<file path="config.mk">
export PLATFORM = sky130hd
export DESIGN_NAME = raw_interlock
export DESIGN_NICKNAME = d
export VERILOG_FILES = /design/src/rtl/ilk_pkg.sv /design/src/rtl/ilk_regfile.sv /design/src/rtl/ilk_hazard_ctrl.sv /design/src/rtl/ilk_datapath.sv /design/src/rtl/raw_interlock.sv
export SDC_FILE = /design/constraint.sdc
export NUM_CORES = 1
export LEC_CHECK = 0
export ABC_AREA = 1
export BUFFER_PORTS_ARGS = -buffer_cell sky130_fd_sc_hd__buf_4
export CORE_MARGIN = 2
export CORE_UTILIZATION = 35
export CTS_CLUSTER_DIAMETER = 100
export DETAILED_ROUTE_END_ITERATION = 10
export SLEW_MARGIN = 20
export SYNTH_ARGS = -nofsm -noshare
export SYNTH_HDL_FRONTEND = slang
export SYNTH_SLANG_ARGS = --single-unit
</file>
<file path="constraint.sdc">
create_clock -name clk -period 6.3 [get_ports clk]
set_input_delay 0.315 -clock clk [delete_from_list [all_inputs] [get_ports clk]]
set_output_delay 0.315 -clock clk [all_outputs]
set_load 0.01 [all_outputs]
</file>
<file path="src/rtl/ilk_pkg.sv">
package ilk_pkg;

  typedef enum logic [1:0] {
    OP_NOP = 2'd0,
    OP_ADD = 2'd1,
    OP_SUB = 2'd2,
    OP_LDI = 2'd3
  } opCode_e;

  // strobes from hazard control to datapath
  typedef struct packed {
    logic holdFront;     // freeze pc and decode register
    logic injectBubble;  // load a no-op into execute
  } ctlStrobe_t;

endpackage

</file>
<file path="src/rtl/ilk_regfile.sv">
module ilk_regfile #(
  parameter int unsigned AddrW = 4,
  parameter int unsigned DataW = 16
) (
  input  logic             clk,
  input  logic             rstN,
  input  logic             wrEn,
  input  logic [AddrW-1:0] wrAddr,
  input  logic [DataW-1:0] wrData,
  input  logic [AddrW-1:0] rdAddrA,
  output logic [DataW-1:0] rdDataA,
  input  logic [AddrW-1:0] rdAddrB,
  output logic [DataW-1:0] rdDataB
);
  localparam int unsigned Depth = 1 << AddrW;

  logic [DataW-1:0] regs [Depth];

  always_ff @(posedge clk) begin
    if (!rstN) begin
      for (int i = 0; i < Depth; i++) regs[i] <= '0;
    end else if (wrEn && (wrAddr != '0)) begin
      regs[wrAddr] <= wrData;
    end
  end

  // write happens first in the cycle: a same-cycle read sees new data
  function automatic logic [DataW-1:0] readPort(input logic [AddrW-1:0] addr);
    if (addr == '0)                    return '0;
    else if (wrEn && (wrAddr == addr)) return wrData;
    else                               return regs[addr];
  endfunction

  always_comb begin
    rdDataA = readPort(rdAddrA);
    rdDataB = readPort(rdAddrB);
  end

  AST_ZERO_HELD: assert property (@(posedge clk) disable iff (!rstN)
    regs[0] == '0);
  AST_WRITE_STORED: assert property (@(posedge clk) disable iff (!rstN)
    (wrEn && (wrAddr != '0)) |=> (regs[$past(wrAddr)] == $past(wrData)));

endmodule

</file>
<file path="src/rtl/ilk_hazard_ctrl.sv">
module ilk_hazard_ctrl
  import ilk_pkg::*;
#(
  parameter int unsigned AddrW    = 4,
  parameter int unsigned NumOlder = 2
) (
  input  logic                            clk,
  input  logic                            rstN,
  input  logic                            idValid,
  input  logic                            idUsesSrc,
  input  logic [AddrW-1:0]                idRs1,
  input  logic [AddrW-1:0]                idRs2,
  input  logic [NumOlder-1:0]             olderWen,
  input  logic [NumOlder-1:0][AddrW-1:0]  olderDst,
  output ctlStrobe_t                      ctl
);
  logic [NumOlder-1:0] stageHit;
  logic                rawHit;

  for (genvar g = 0; g < NumOlder; g++) begin : g_cmp
    assign stageHit[g] = olderWen[g] && (olderDst[g] != '0) &&
                         ((olderDst[g] == idRs1) || (olderDst[g] == idRs2));
  end

  assign rawHit           = idValid && idUsesSrc && (|stageHit);
  assign ctl.holdFront    = rawHit;
  assign ctl.injectBubble = rawHit;

  AST_STALL_RUN_MAX2: assert property (@(posedge clk) disable iff (!rstN)
    (ctl.holdFront && $past(ctl.holdFront)) |=> !ctl.holdFront);
  AST_STALL_HAS_PRODUCER: assert property (@(posedge clk) disable iff (!rstN)
    ctl.holdFront |-> (|(olderWen)));
  AST_NO_SRC_NO_STALL: assert property (@(posedge clk) disable iff (!rstN)
    !idUsesSrc |-> !ctl.holdFront);

endmodule

</file>
<file path="src/rtl/ilk_datapath.sv">
module ilk_datapath
  import ilk_pkg::*;
#(
  parameter int unsigned AddrW = 4,
  parameter int unsigned DataW = 16,
  parameter int unsigned PcW   = 8
) (
  input  logic                   clk,
  input  logic                   rstN,
  input  ctlStrobe_t             ctl,
  output logic [PcW-1:0]         fetchPc,
  input  logic [2+3*AddrW-1:0]   fetchInstr,
  output logic                   idValid,
  output logic                   idUsesSrc,
  output logic [AddrW-1:0]       idRs1,
  output logic [AddrW-1:0]       idRs2,
  output logic                   exWen,
  output logic [AddrW-1:0]       exDst,
  output logic                   memWen,
  output logic [AddrW-1:0]       memDst,
  output logic                   exIsBubble,
  output logic                   wbEn,
  output logic [AddrW-1:0]       wbAddr,
  output logic [DataW-1:0]       wbData
);
  localparam int unsigned InstrW = 2 + 3 * AddrW;
  localparam int unsigned ImmW   = 2 * AddrW;

  // fetch / decode state
  logic [PcW-1:0]    pcQ;
  logic [InstrW-1:0] idInstr;
  logic              idValidQ;

  // decode fields
  opCode_e          idOp;
  logic [AddrW-1:0] idRd;
  logic [DataW-1:0] idA, idB, idImm;
  logic             idWen;

  // execute stage
  logic             exWenQ, exBubbleQ;
  opCode_e          exOp;
  logic [AddrW-1:0] exDstQ;
  logic [DataW-1:0] exA, exB, exImm, exResult;

  // memory and write-back stages
  logic             memWenQ, wbWenQ;
  logic [AddrW-1:0] memDstQ, wbDstQ;
  logic [DataW-1:0] memDataQ, wbDataQ;

  assign idOp      = opCode_e'(idInstr[InstrW-1 -: 2]);
  assign idRd      = idInstr[3*AddrW-1 -: AddrW];
  assign idRs1     = idInstr[2*AddrW-1 -: AddrW];
  assign idRs2     = idInstr[AddrW-1:0];
  assign idImm     = DataW'(idInstr[ImmW-1:0]);
  assign idUsesSrc = idValidQ && ((idOp == OP_ADD) || (idOp == OP_SUB));
  assign idWen     = idValidQ && (idOp != OP_NOP);
  assign idValid   = idValidQ;

  ilk_regfile #(.AddrW(AddrW), .DataW(DataW)) u_rf (
    .clk     (clk),
    .rstN    (rstN),
    .wrEn    (wbWenQ),
    .wrAddr  (wbDstQ),
    .wrData  (wbDataQ),
    .rdAddrA (idRs1),
    .rdDataA (idA),
    .rdAddrB (idRs2),
    .rdDataB (idB)
  );

  // fetch and decode register: frozen while holding
  always_ff @(posedge clk) begin
    if (!rstN) begin
      pcQ      <= '0;
      idInstr  <= '0;
      idValidQ <= 1'b0;
    end else if (!ctl.holdFront) begin
      pcQ      <= pcQ + 1'b1;
      idInstr  <= fetchInstr;
      idValidQ <= 1'b1;
    end
  end

  // decode -> execute, with bubble injection
  always_ff @(posedge clk) begin
    if (!rstN) begin
      exWenQ    <= 1'b0;
      exBubbleQ <= 1'b0;
      exOp      <= OP_NOP;
      exDstQ    <= '0;
      exA       <= '0;
      exB       <= '0;
      exImm     <= '0;
    end else if (ctl.injectBubble) begin
      exWenQ    <= 1'b0;
      exBubbleQ <= 1'b1;
      exOp      <= OP_NOP;
    end else begin
      exWenQ    <= idWen;
      exBubbleQ <= 1'b0;
      exOp      <= idOp;
      exDstQ    <= idRd;
      exA       <= idA;
      exB       <= idB;
      exImm     <= idImm;
    end
  end

  always_comb begin
    unique case (exOp)
      OP_ADD:  exResult = exA + exB;
      OP_SUB:  exResult = exA - exB;
      OP_LDI:  exResult = exImm;
      default: exResult = '0;
    endcase
  end

  // execute -> memory -> write-back
  always_ff @(posedge clk) begin
    if (!rstN) begin
      memWenQ  <= 1'b0;
      memDstQ  <= '0;
      memDataQ <= '0;
      wbWenQ   <= 1'b0;
      wbDstQ   <= '0;
      wbDataQ  <= '0;
    end else begin
      memWenQ  <= exWenQ;
      memDstQ  <= exDstQ;
      memDataQ <= exResult;
      wbWenQ   <= memWenQ;
      wbDstQ   <= memDstQ;
      wbDataQ  <= memDataQ;
    end
  end

  assign fetchPc    = pcQ;
  assign exWen      = exWenQ;
  assign exDst      = exDstQ;
  assign memWen     = memWenQ;
  assign memDst     = memDstQ;
  assign exIsBubble = exBubbleQ;
  assign wbEn       = wbWenQ;
  assign wbAddr     = wbDstQ;
  assign wbData     = wbDataQ;

  AST_PC_FROZEN: assert property (@(posedge clk) disable iff (!rstN)
    ctl.holdFront |=> $stable(pcQ));
  AST_DECODE_FROZEN: assert property (@(posedge clk) disable iff (!rstN)
    ctl.holdFront |=> $stable(idInstr));
  AST_BUBBLE_INJECTED: assert property (@(posedge clk) disable iff (!rstN)
    ctl.holdFront |=> (exBubbleQ && !exWenQ));
  AST_BUBBLE_NO_WRITE: assert property (@(posedge clk) disable iff (!rstN)
    exBubbleQ |=> !memWenQ);

endmodule

</file>
<file path="src/rtl/raw_interlock.sv">
module raw_interlock
  import ilk_pkg::*;
#(
  parameter int unsigned AddrW = 4,
  parameter int unsigned DataW = 16,
  parameter int unsigned PcW   = 8
) (
  input  logic                 clk,
  input  logic                 rstN,
  output logic [PcW-1:0]       fetchPc,
  input  logic [2+3*AddrW-1:0] fetchInstr,
  output logic                 stall,
  output logic                 bubble,
  output logic                 wbEn,
  output logic [AddrW-1:0]     wbAddr,
  output logic [DataW-1:0]     wbData
);
  // stages between operand read (decode) and write-back: execute, memory
  localparam int unsigned NumOlder = 2;

  ctlStrobe_t                        ctl;
  logic                              idValid, idUsesSrc;
  logic [AddrW-1:0]                  idRs1, idRs2;
  logic                              exWen, memWen;
  logic [AddrW-1:0]                  exDst, memDst;
  logic [NumOlder-1:0]               olderWen;
  logic [NumOlder-1:0][AddrW-1:0]    olderDst;

  assign olderWen = {memWen, exWen};
  assign olderDst = {memDst, exDst};

  ilk_hazard_ctrl #(.AddrW(AddrW), .NumOlder(NumOlder)) u_ctrl (
    .clk       (clk),
    .rstN      (rstN),
    .idValid   (idValid),
    .idUsesSrc (idUsesSrc),
    .idRs1     (idRs1),
    .idRs2     (idRs2),
    .olderWen  (olderWen),
    .olderDst  (olderDst),
    .ctl       (ctl)
  );

  ilk_datapath #(.AddrW(AddrW), .DataW(DataW), .PcW(PcW)) u_dp (
    .clk        (clk),
    .rstN       (rstN),
    .ctl        (ctl),
    .fetchPc    (fetchPc),
    .fetchInstr (fetchInstr),
    .idValid    (idValid),
    .idUsesSrc  (idUsesSrc),
    .idRs1      (idRs1),
    .idRs2      (idRs2),
    .exWen      (exWen),
    .exDst      (exDst),
    .memWen     (memWen),
    .memDst     (memDst),
    .exIsBubble (bubble),
    .wbEn       (wbEn),
    .wbAddr     (wbAddr),
    .wbData     (wbData)
  );

  assign stall = ctl.holdFront;

endmodule

</file>
After elaboration in Yosys (flattened, before gate mapping). Memories as Yosys holds them, arrays and structs flattened. A register that Yosys moved wholly into a read port is not among the register bits. Index checks and enable logic that the tools add are counted.

Register bits: 113. Memory bits (writable): 256. Input bits: 16. Output and inout port bits: 31. Word-level logic and storage cells: 72. Memories: 1.

Memories: u_dp.u_rf.regs (depth 16, bits a word 16, read ports 2, clocked after memory_dff 2, wr ports 16, RTL line ilk_regfile.sv:17) `logic [DataW-1:0] regs [Depth];`.

$add $sub $neg: 3. Equality and inequality tests: 11. Muxes and demuxes: 17. Bitwise gates (word level): 1. Reductions and logical operators: 23.

Operators with widths (count): $mux W16 (5); $pmux W16 S3 (1); $eq A4 B4 Y1 (6); $mux W4 (5); $add A16 B16 Y16 (1); $reduce_or A16 Y1 (1); $sub A16 B16 Y16 (1); $reduce_bool A4 Y1 (3); $logic_and A1 B1 Y1 (11); $add A8 B1 Y8 const B (1); $logic_not A4 Y1 (2); $eq A2 B2 Y1 const B (3); $mux W1 (6); $eq A2 B1 Y1 const B (2); $reduce_or A2 Y1 (2); $logic_or A1 B1 Y1 (3); $reduce_bool A2 Y1 (1); $not A1 Y1 (1).

Logic depth before layout (Yosys ltp).
Word-level depth: 7. Depth in mapped cells: 21.

Cells and area by module. A second synthesis with hierarchy kept.

Cell total of the unflattened synthesis: 2827. Area, all modules: 20599.8 um^2.

By module, submodules not included: ilk_regfile (times used 1, cells an instance 2087, area an instance 15177.1 um^2, seq. area each 7687.4 um^2); ilk_datapath (times used 1, cells an instance 654, area an instance 5069.9 um^2, seq. area each 2262.2 um^2); ilk_hazard_ctrl (times used 1, cells an instance 86, area an instance 352.8 um^2, seq. area each 0.0 um^2).

Worst setup path after synthesis. Ideal clock, no wire load.

Path type: flip-flop to flip-flop. Start point: register u_dp.exB[3]. End point: register u_dp.memDataQ[11]. Library setup time: 0.115 ns. Arrival time: 2.341 ns. Setup slack: 3.844 ns. Stages on the path, launching flop included: 13. Buffers on the path: 0. Period minus slack after synthesis: 2.456 ns. Cell sequence: dfxtp_1 or2_2 nor2_1 inv_1 o21ai_0 xnor2_1 inv_1 ha_1 nand2_1 o21ai_0 a21oi_1 or2_2 and2_1.

Longest elaborated chain between the ends: 2. Elaborated cells on any way between the ends: 3. Those cells by class: add/sub (2); mux (1).

RTL lines: from (decl) (RTL line ilk_datapath.sv:44) `logic [DataW-1:0] exA, exB, exImm, exResult;`; from (signal assigned) (RTL line ilk_datapath.sv:105) `exB <= idB;`; $sub A16 B16 Y16 or $add A16 B16 Y16 (tied branches) (RTL line ilk_datapath.sv:113, ilk_datapath.sv:112); $pmux W16 S3 (*) (RTL line ilk_datapath.sv:111) `unique case (exOp)`; to (signal assigned) (RTL line ilk_datapath.sv:131) `memDataQ <= exResult;`; to (decl) (RTL line ilk_datapath.sv:49) `logic [DataW-1:0] memDataQ, wbDataQ;`.

Mark *: on every way between the ends. The rest lies on a longest branch, timed or not. A chain may end at the register's enable or synchronous reset.

==> flow_summary.json <==
{
  "status": "completed",
  "dieArea_um2": 59780,
  "antenna_found_initial": 1,
  "fin_crit_ns": 3.287,
  "firstDrtPassIters": 8,
  "clockRootBuffer": "clkbuf_16",
  "cp_max_fo": 51,
  "grt_pass1_wl_mm": 108.3,
  "p_per_area_nw_per_um2": 274.5,
  "die_y_um": 244.5,
  "rows": 88,
  "area_growth_syn_to_layout_pct": 11.99,
  "layout-drive-gt1-share_pct": 7.395,
  "drc": 0,
  "worstMarginPinSlew_ns": 1.260,
  "arrival_ns": 3.51,
  "finClkSkew_ns": 0.02820,
  "start_util_pct": 35.22,
  "route.vias.total": 18440,
  "grt_max_degree": 130,
  "grt_use_total_pct": 24.31,
  "leakage_uw": 0.009637,
  "final_antenna_net_count": 0,
  "syn_avg_cell_area_um2": 7.642,
  "required_ns": 6.52,
  "slew_headroom_pct": 15.93,
  "pin_count": 47,
  "syn-instance-count": 2649,
  "hp-class": "input pin to flip-flop",
  "ys_top_cells_by_area": "edfxtp_1, nand2_1, dfxtp_1, nand3_1, inv_1",
  "nets": 2670,
  "cts.path.max_buffers": 3,
  "drt-total-wl_mm": 73.60,
  "max-cap-violations": 0,
  "drv_slew": 0,
  "cts_buffers": 43,
  "clk_pin_slew_ns": 0.06,
  "die_x_um": 244.5,
  "yosysSeqAreaShare_pct": 49.94,
  "cp-start-kind": "input pin",
  "synth-async-reset-ratio_pct": 0,
  "wire_per_inst_um": 21.46,
  "vias_per_cell": 5.375,
  "setup_viol": 0,
  "netlist_area_um2": 20240,
  "n_fill_cell": 5880,
  "cts_setup_buffers": 0,
  "setup-tns-final_ns": 0,
  "ir_drop_uv": 201.7,
  "fmax_ghz": 0.3042,
  "port-buffer-count": 46,
  "drt_iter0_drc": 2498,
  "dpl.hpwl_mm": 48.50,
  "yosysTopAreaCell": "edfxtp_1",
  "power_uw": 6224,
  "hold_viol": 0,
  "cts_tree": "yes",
  "synth_edf_count": 256,
  "path_class": "input pin to flip-flop",
  "synth_seq_cells": 377,
  "htreeDepth": 2,
  "final_util_pct": 39.44,
  "gp_congestion": 1.020,
  "grt-ovfl-total": 0,
  "end_kind": "flip-flop",
  "ys.flop_type": "edfxtp_1",
  "ys_types": 44,
  "core_um2": 57480,
  "synth_warnings": 0,
  "grt_setup_unrepaired": "no",
  "fin_crit_sh_pct": 52.18,
  "clk_latency_ns": 0.59,
  "netlist.area_leader.share_pct": 37.98,
  "grt_pass1_vias": 17250,
  "cts.sinks": 377
}
-- layer usage --
layer | wire length, um | global-route usage [%] | vias to the layer above
met5 | 124 | 1.552 | -
met3 | 8059 | 5.718 | 173
met1 | 29580 | 32.31 | 8737
li1 | - | - | 8498
met2 | 32650 | 37.68 | 1026
met4 | 3183 | 10.46 | 2
-- worst max-delay path: stages --
cell	delay (ns)
buf_4	0.63
inv_2	0.52
nor4_2	0.76
nand2_1	0.56
nand2_1	0.69
-- cell usage after synthesis (2+ instances only) --
master      n
nand2_2    10
dfxtp_1   121
nand3_1   410
xor2_1      9
nand3b_1    3
o21bai_1    3
xnor2_1     9
buf_6       6
nand4_1     4
o21a_1      3
inv_2       9
edfxtp_1  256
a21oi_2     2
o21ai_1     7
nand2_1   747
a21oi_1    63
nor2_1    312
o21ai_0    53
inv_1     316
or2_2      25
o211ai_1   77
o22ai_1     4
ha_1       21
clkinv_1    2
buf_1      18
nor3_1      4
buf_2      58
clkbuf_1   81
-- placed cells by master (no fill, tap or decap), types with 2 or more instances in the layout --
cell	instances
conb_1	16
nor3_1	4
nand2_1	747
ha_1	21
bufinv_16	6
inv_6	2
clkinv_1	11
o22ai_1	4
edfxtp_1	256
xnor2_1	9
o211ai_1	77
clkinv_2	8
or2_2	25
nand4_1	4
clkbuf_16	43
dfxtp_4	2
a21oi_1	63
o21bai_1	3
nand3b_1	3
nor2_1	312
inv_1	314
nand3_1	410
buf_12	2
o21a_1	3
clkbuf_1	2
dlygate4sd3_1	13
clkinvlp_4	5
dfxtp_2	2
nand2_2	10
buf_4	71
o21ai_1	7
o21ai_0	53
dfxtp_1	117
xor2_1	9
inv_2	13
-- final timing paths --
| check | from | endpoint | depth (start not counted) | slack (ns) |
|---|---|---|---|---|
| worst max register to register | u_dp.wbAddr[0]$_SDFF_PN0_ | u_dp.u_rf.regs[2][8]$_SDFFCE_PN0P_ | 6 | 3.09 |
| worst min-delay path | fetchInstr[0] | flip-flop | 3 | 0.10 |
| worst max-delay path | rstN | u_dp.u_rf.regs[10][15]$_SDFFCE_PN0P_ | 5 | 3.01 |
| worst min register to register | u_dp.memDataQ[12]$_SDFF_PN0_ | u_dp.wbData[12]$_SDFF_PN0_ | 2 | 0.41 |
-- power by group --
group	leakage, uW	switching [uW]	total [uW]	internal (uW)
registers	0.00365	85.4	2820	2730
logic	0.00532	597	852	255
clock network	0.000675	1060	2550	1490
total	0.00964	1740	6220	4480
-- what timing repair did --
action | in CTS | in global routing
resized for setup | 0 | 0
endpoints found under the hold margin | 20 | 0
hold buffers | 13 | 0
-- area by class of cell --
type	instances	area, um2	share of cell area (%)
flip-flops and latches	377	10120	44.64
multi-input cells	1796	8233	36.32
inverters	327	1227	5.414
clock buffers	45	1084	4.780
well taps	765	957.2	4.222
repair buffers	87	730.7	3.223
clock inverters	32	316.6	1.396
diodes	1	2.502	0.01104
-- registers in the layout, indices dropped and copies added, names as in the netlist, 8 cells and up, named ones only --
signal,cells
u_dp.wbData,16
u_dp.fetchPc,8
u_dp.exA,16
u_dp.u_rf.regs,256
u_dp.exImm,8
u_dp.idInstr,14
u_dp.exB,16
u_dp.memDataQ,16
-- through the flow --
stage	worst slack, ns	cells	hold WS (ns)	area, um2
finish	3.013	3430	0.1021	22670
floorplan	3.844	2664	0.3905	20300
CTS	3.046	3428	0.05701	22640
detailed placement	2.461	3338	0.3953	21110
global route	2.805	3429	0.1067	22670
global placement	2.505	3338	0.3945	21110
-- kinds of logic after synthesis --
| logic type | after synthesis | synth area share, % |
|---|---|---|
| AOI/OAI and AO/OA | 218 | 6.583 |
| DFF | 377 | 49.94 |
| xor gates and xnor gates | 18 | 0.7788 |
| other | 1 | 0.01852 |
| adders and majority gates | 22 | 1.397 |
| and+or+nand+nor | 1522 | 31.58 |
| buffers and inverters | 491 | 9.704 |
(Power assumes the default switching activity.)
